**src/rtl/pmu_pkg.sv**
```systemverilog
package pmu_pkg;
    localparam int DATA_W     = 32;
    localparam int SEL_W      = 8;
    localparam int NUM_CNT    = 3;
    localparam int REG_ADDR_W = 2;

    // control word bit positions
    localparam int EN_BIT    = 0;
    localparam int PCLR_BIT  = 1;
    localparam int CCLR_BIT  = 2;
    localparam int DIV_BIT   = 3;
    localparam int IEN_LSB   = 4;
    localparam int OVF_LSB   = 8;
    localparam int SEL1_LSB  = 12;
    localparam int SEL0_LSB  = 20;

    localparam logic [REG_ADDR_W-1:0] ADDR_CTRL = 2'd0;
    localparam logic [REG_ADDR_W-1:0] ADDR_CYC  = 2'd1;
    localparam logic [REG_ADDR_W-1:0] ADDR_EVT0 = 2'd2;

    // counter index: 0 event 0, 1 event 1, 2 cycle
    localparam int CYC_IDX = 2;

    typedef struct packed {
        logic [SEL_W-1:0]   sel0;
        logic [SEL_W-1:0]   sel1;
        logic [NUM_CNT-1:0] ien;
        logic               div;
        logic               en;
    } pmu_ctrl_t;

    typedef struct packed {
        pmu_ctrl_t          ctrl;
        logic [NUM_CNT-1:0] ovf;
        logic               irq;
    } pmu_state_t;
endpackage

```
**src/rtl/pmu_event_select.sv**
```systemverilog
module pmu_event_select #(
    parameter int NUM_EVENTS = 16,
    parameter int SEL_W      = 8
) (
    input  logic [NUM_EVENTS-1:0] events,
    input  logic [SEL_W-1:0]      sel,
    output logic                  hit
);
    always_comb begin
        hit = 1'b0;
        for (int i = 0; i < NUM_EVENTS; i++) begin
            if (sel == SEL_W'(i)) hit = events[i];
        end
    end
endmodule

```
**src/rtl/pmu_prescaler.sv**
```systemverilog
module pmu_prescaler #(
    parameter int DIV_LOG2 = 6
) (
    input  logic clk,
    input  logic rst_n,
    input  logic clear,
    input  logic en,
    output logic tick
);
    logic [DIV_LOG2-1:0] phase_d, phase_q;

    always_comb begin
        phase_d = phase_q;
        tick    = en && (&phase_q);
        if (clear)   phase_d = '0;
        else if (en) phase_d = phase_q + 1'b1;
    end

    always_ff @(posedge clk or negedge rst_n) begin
        if (!rst_n) phase_q <= '0;
        else        phase_q <= phase_d;
    end
endmodule

```
**src/rtl/pmu_counter.sv**
```systemverilog
module pmu_counter #(
    parameter int W = 32
) (
    input  logic         clk,
    input  logic         rst_n,
    input  logic         clear,
    input  logic         load,
    input  logic [W-1:0] load_val,
    input  logic         inc,
    output logic [W-1:0] count,
    output logic         wrap
);
    logic [W-1:0] cnt_d, cnt_q;

    always_comb begin
        cnt_d = cnt_q;
        wrap  = 1'b0;
        if (clear) begin
            cnt_d = '0;
        end else if (load) begin
            cnt_d = load_val;
        end else if (inc) begin
            cnt_d = cnt_q + 1'b1;
            wrap  = &cnt_q;
        end
    end

    always_ff @(posedge clk or negedge rst_n) begin
        if (!rst_n) cnt_q <= '0;
        else        cnt_q <= cnt_d;
    end

    assign count = cnt_q;
endmodule

```
**src/rtl/perf_monitor.sv**
```systemverilog
module perf_monitor
    import pmu_pkg::*;
#(
    parameter int NUM_EVENTS = 16,
    parameter int CNT_W      = 32,
    parameter int DIV_LOG2   = 6
) (
    input  logic                  clk,
    input  logic                  rst_n,
    input  logic                  wr_en,
    input  logic [REG_ADDR_W-1:0] addr,
    input  logic [DATA_W-1:0]     wdata,
    output logic [DATA_W-1:0]     rdata,
    input  logic [NUM_EVENTS-1:0] events,
    output logic                  irq
);
    localparam int NUM_EVT_CNT = NUM_CNT - 1;

    pmu_state_t st_d, st_q;

    logic               wr_ctrl;
    logic               clr_evt;
    logic               clr_cyc;
    logic               div_tick;
    logic [NUM_CNT-1:0] load;
    logic [NUM_CNT-1:0] inc;
    logic [NUM_CNT-1:0] wrap;
    logic [CNT_W-1:0]   cnt [NUM_CNT];

    assign wr_ctrl = wr_en && (addr == ADDR_CTRL);
    assign clr_evt = wr_ctrl && wdata[PCLR_BIT];
    assign clr_cyc = wr_ctrl && wdata[CCLR_BIT];

    // event counters
    for (genvar g = 0; g < NUM_EVT_CNT; g++) begin : g_evt
        logic [SEL_W-1:0] sel;
        logic             hit;

        assign sel     = (g == 0) ? st_q.ctrl.sel0 : st_q.ctrl.sel1;
        assign inc[g]  = st_q.ctrl.en && hit;
        assign load[g] = wr_en && (addr == REG_ADDR_W'(int'(ADDR_EVT0) + g));

        pmu_event_select #(.NUM_EVENTS(NUM_EVENTS), .SEL_W(SEL_W)) u_sel (
            .events (events),
            .sel    (sel),
            .hit    (hit)
        );

        pmu_counter #(.W(CNT_W)) u_cnt (
            .clk      (clk),
            .rst_n    (rst_n),
            .clear    (clr_evt),
            .load     (load[g]),
            .load_val (wdata[CNT_W-1:0]),
            .inc      (inc[g]),
            .count    (cnt[g]),
            .wrap     (wrap[g])
        );
    end

    // cycle counter with optional divider
    pmu_prescaler #(.DIV_LOG2(DIV_LOG2)) u_div (
        .clk   (clk),
        .rst_n (rst_n),
        .clear (clr_cyc),
        .en    (st_q.ctrl.en && st_q.ctrl.div),
        .tick  (div_tick)
    );

    assign inc[CYC_IDX]  = st_q.ctrl.en && (!st_q.ctrl.div || div_tick);
    assign load[CYC_IDX] = wr_en && (addr == ADDR_CYC);

    pmu_counter #(.W(CNT_W)) u_cyc (
        .clk      (clk),
        .rst_n    (rst_n),
        .clear    (clr_cyc),
        .load     (load[CYC_IDX]),
        .load_val (wdata[CNT_W-1:0]),
        .inc      (inc[CYC_IDX]),
        .count    (cnt[CYC_IDX]),
        .wrap     (wrap[CYC_IDX])
    );

    // control and flag state
    always_comb begin
        logic [NUM_CNT-1:0] clr_mask;
        st_d     = st_q;
        clr_mask = wr_ctrl ? wdata[OVF_LSB +: NUM_CNT] : '0;
        st_d.irq = |(st_q.ovf & st_q.ctrl.ien);
        st_d.ovf = (st_q.ovf & ~clr_mask) | wrap;
        if (wr_ctrl) begin
            st_d.ctrl.en   = wdata[EN_BIT];
            st_d.ctrl.div  = wdata[DIV_BIT];
            st_d.ctrl.ien  = wdata[IEN_LSB +: NUM_CNT];
            st_d.ctrl.sel1 = wdata[SEL1_LSB +: SEL_W];
            st_d.ctrl.sel0 = wdata[SEL0_LSB +: SEL_W];
        end
    end

    always_ff @(posedge clk or negedge rst_n) begin
        if (!rst_n) st_q <= '0;
        else        st_q <= st_d;
    end

    // read path
    always_comb begin
        logic [DATA_W-1:0] ctrl_rd;
        ctrl_rd                      = '0;
        ctrl_rd[EN_BIT]              = st_q.ctrl.en;
        ctrl_rd[DIV_BIT]             = st_q.ctrl.div;
        ctrl_rd[IEN_LSB +: NUM_CNT]  = st_q.ctrl.ien;
        ctrl_rd[OVF_LSB +: NUM_CNT]  = st_q.ovf;
        ctrl_rd[SEL1_LSB +: SEL_W]   = st_q.ctrl.sel1;
        ctrl_rd[SEL0_LSB +: SEL_W]   = st_q.ctrl.sel0;
        case (addr)
            2'd0:    rdata = ctrl_rd;
            2'd1:    rdata = DATA_W'(cnt[CYC_IDX]);
            2'd2:    rdata = DATA_W'(cnt[0]);
            default: rdata = DATA_W'(cnt[1]);
        endcase
    end

    assign irq = st_q.irq;

    // observation points for the bound checker
    logic [NUM_CNT-1:0] ovf_flags;
    logic [NUM_CNT-1:0] irq_en;
    logic               cnt_en;
    logic [CNT_W-1:0]   cyc_cnt;
    logic [CNT_W-1:0]   evt0_cnt;

    assign ovf_flags = st_q.ovf;
    assign irq_en    = st_q.ctrl.ien;
    assign cnt_en    = st_q.ctrl.en;
    assign cyc_cnt   = cnt[CYC_IDX];
    assign evt0_cnt  = cnt[0];
endmodule

```
**config.mk**
```make
export PLATFORM = sky130hd
export DESIGN_NAME = perf_monitor
export DESIGN_NICKNAME = d
export VERILOG_FILES = /design/src/rtl/pmu_pkg.sv /design/src/rtl/pmu_event_select.sv /design/src/rtl/pmu_prescaler.sv /design/src/rtl/pmu_counter.sv /design/src/rtl/perf_monitor.sv
export SDC_FILE = /design/constraint.sdc
export NUM_CORES = 1
export LEC_CHECK = 0
export ABC_AREA = 1
export CAP_MARGIN = 0
export CORE_MARGIN = 2
export CORE_UTILIZATION = 55
export DETAILED_ROUTE_END_ITERATION = 16
export GPL_TIMING_DRIVEN = 1
export PLACE_DENSITY = 0.87
export SKIP_CTS_REPAIR_TIMING = 1
export SLEW_MARGIN = 10
export SYNTH_ARGS = -nofsm -noshare
export SYNTH_HDL_FRONTEND = slang
export SYNTH_SLANG_ARGS = --single-unit
```
**constraint.sdc**
```tcl
create_clock -name clk -period 2.3 [get_ports clk]
set_input_delay 0.575 -clock clk [delete_from_list [all_inputs] [get_ports clk]]
set_output_delay 0.575 -clock clk [all_outputs]
set_load 0.02 [all_outputs]
```
==> results_dict.tcl <==
set metrics [dict create \
    status "finished clean" \
    dp_hpwl_um 34700 \
    synthTopCellsByArea "dfrtp_1 (32%), nand2_1 (18%), nand3_1 (6.9%), nor2_1 (4.8%), inv_1 (4.5%)" \
    reg2reg_to "g_evt[0].u_cnt.count[22]$_DFFE_PN0P_" \
    clock_latency_ps 430 \
    drtIter0Drc 1601 \
    synth_cells 1540 \
    setup_tns_ps 0 \
    crit_path_start "u_cyc.count[4]$_DFFE_PN0P_" \
    globalplace.congestion 1.08 \
    synthTopCellsByCount "nand2_1 (472), nand3_1 (135), dfrtp_1 (127)" \
    hold_viol 0 \
    critPathMaxFanout 9 \
    drc 0 \
    cp_cell_sequence "inv_2 -> o22ai_1 -> a21oi_1 -> o21ai_0 -> dlymetal6s2s_1" \
    synth_cell_types 42 \
    initial_utilization_pct 56.6 \
    die_area_um2 18900 \
    routed_wirelength_um 44200 \
    grt_start_max_net_pins 45 \
    cp.depth 5 \
    startpoint_type "flip-flop" \
    cts_buffers 17 \
    grt_overflow_total 0 \
    cp-end-kind "output port" \
    nFillCells 1462 \
    root_buffer "clkbuf_16" \
    synth_top_area_cell "dfrtp_1" \
    placed_cell_area_um2 11900 \
    internal_power_mw 6.84 \
    synth_area_per_cell_um2 6.37 \
    maxCapViolCount 0 \
    synth_most_common_cell "nand2_1" \
    dr.pass1.iters 6 \
    synthFlopType "dfrtp_1" \
    die_x_um 138 \
    min_period_ps 2270 \
    yosysSeqAreaShare_pct 32.4 \
    p_clk_share_pct 20.3 \
    antenna_found_initial 1 \
    port-buffer-count 85 \
    synth_area_um2 9820 \
    final_area_um2 12500 \
    crit_path_top_delay_cell "dfrtp_1" \
    p_per_area_nw_per_um2 1050 \
    fin_worst_skew_ps 9.30 \
    row_count 48 \
    required_ps 1730 \
    rsz0062_at_grt "no" \
    p_leak_nw 6.06 \
    cts_tree "yes" \
    r2r_start "g_evt[0].u_cnt.count[13]$_DFFE_PN0P_" \
    multi_input_area_um2 5770 \
    maxSlewViolCount 0 \
    timing.critical_path.to "rdata[4]" \
    hp-class "in -> async" \
    antenna_left 0 \
    htreeDepth 4 \
    synth_edf_count 0 \
    synth-seq-cells 127 \
    tightest_slew_ps 607 \
    seqPwrFrac_pct 32.7 \
    cts.path.max_buffers 2 \
    yosysWarnings 0 \
    fin_crit_sh_pct 98.9 \
    async_flop_share_pct 100 \
    crit_type "reg -> out" \
    cp_top_family "buffers and inverters" \
    pin_count 86 \
    viasPerCell 6.23 \
    crit_arrival_ps 1700 \
    layout-drive-gt1-share_pct 15.4 \
    holdWs_ps 60.1 \
    clk_pin_slew_ps 60 \
    cts_sinks 127 \
    r2r_slack_ps 100 \
    syn-num-nets 1597 \
    fin_util_pct 71.8 \
    p_comb_share_pct 47.0 \
    fp.dieH_um 138 \
    grt_pass1_vias 11000 \
    setup_violations 0 \
    nNetsFinal 1766 \
    grt_first_pass_wirelength_um 64600 \
    seq_area_um2 3180 \
    syn2layout_area_growth_pct 26.9 \
    p_switching_mw 6.25 \
    design.core.area_um2 17400 \
    vias 12100 \
    maxSlewHeadroom_pct 59.4 \
    swShare_pct 47.7 \
    cp_num_buf_inv 2 \
    synth.top_cell.area_share_pct 32.4 \
    fmax_mhz 440 \
    wl_per_cell_um 22.7 \
    rr_worst_depth 12 \
    grt_usage_pct 47.4 \
    irDropWorstVdd_uv 636 \
    cpPeakStageDelay_ps 370 \
]
[logic make-up (layout without fill, tap and decap cells)]
logic type | after synthesis | count (layout) | share of synthesized area, %
xor gates and xnor gates | 52 | 52 | 4.64
adders and majority gates | 4 | 4 | 0.510
and+or+nand+nor | 851 | 851 | 37.4
buffers and inverters | 233 | 415 | 9.28
DFF | 127 | 127 | 32.4
other | 0 | 1 | 0
AOI/OAI and AO/OA | 273 | 273 | 15.8
[power by group through the flow]
stage	clock network, mW	logic [mW]	registers (mW)
after floorplan	0	3.41	3.88
after global placement	0	5.86	4.22
after detailed placement	0	5.97	4.23
after CTS	2.64	6.00	4.20
after global routing	2.74	6.55	4.35
final	2.66	6.15	4.28
[registers in the layout (all words and copies together) (netlist names)]
register and cells:
irq 1, st_q 1, irq_en 3, cnt_en 1, u_cyc.count 32, g_evt.sel 16
g_evt.u_cnt.count 64, ovf_flags 3, u_div.phase_q 6
[worst min-delay path by stage]
| stage | from | endpoint | slack, ps | cells after the start |
|---|---|---|---|---|
| detailed placement | u_div.phase_q[2]$_DFFE_PN0P_ | u_div.phase_q[2]$_DFFE_PN0P_ | 510 | 1 |
| global placement | irq_en[2]$_DFFE_PN0P_ | irq_en[2]$_DFFE_PN0P_ | 500 | 2 |
| CTS | rst_n | u_cyc.count[8]$_DFFE_PN0P_ | 80 | 1 |
| finish | rst_n | u_cyc.count[8]$_DFFE_PN0P_ | 60 | 1 |
| floorplan | rst_n | cnt_en$_DFFE_PN0P_ | 280 | 0 |
| global route | rst_n | u_cyc.count[8]$_DFFE_PN0P_ | 90 | 1 |
[area by class of cell]
class / count / share of cell area [%]
Inverter: 167 / 5.08
Clock inverter: 13 / 0.924
Multi-Input combinational cell: 1180 / 46.3
Clock buffer: 19 / 3.63
Antenna cell: 1 / 0.0201
Sequential cell: 127 / 25.5
Timing Repair Buffer: 216 / 16.3
Tap cell: 225 / 2.26
[cell usage in the layout (no fill, tap or decap), types with 3 or more instances in the layout]
cell type,n
a211oi_1,24
a21oi_1,67
a31oi_1,4
buf_12,17
buf_4,114
clkbuf_16,17
clkbuf_2,13
clkdlybuf4s50_1,50
clkinv_2,4
clkinv_4,3
clkinvlp_4,5
dfrtp_1,126
dlymetal6s2s_1,19
ha_1,4
inv_1,113
inv_2,50
nand2_1,471
nand2_2,6
nand3_1,135
nand4_1,19
nor2_1,122
nor2_2,8
nor2_4,4
nor3_1,46
nor3_2,6
nor4_1,24
o2111ai_1,5
o211ai_1,12
o21ai_0,68
o21ai_1,53
o221ai_1,7
o22ai_1,24
xnor2_1,4
xor2_1,48
[worst register-to-register path, delay by kind of cell (launching register included)]
kind,cells,cell delay [ps]
buffers and inverters,2,330
AND/OR/NAND/NOR,10,1390
flip-flops,1,370
[layer usage]
metal / up-vias / GRT usage, % / wire [µm]
li1: 5446 / - / -
met1: 5548 / 59.6 / 15900
met2: 922 / 68.2 / 18300
met3: 215 / 14.8 / 6390
met4: 2 / 35.0 / 3720
met5: - / 0 / 13
[metrics by stage]
stage	cells	power (mW)	setup WS, ps
5_1_grt	1947	13.6	2.74
3_3_place_gp	1914	10.1	-813
3_5_place_dp	1914	10.2	-839
4_1_cts	1946	12.8	-856
2_1_floorplan	1540	7.29	256
6_report	1948	13.1	26.4
Note: power is estimated with default switching activity, not from simulation.
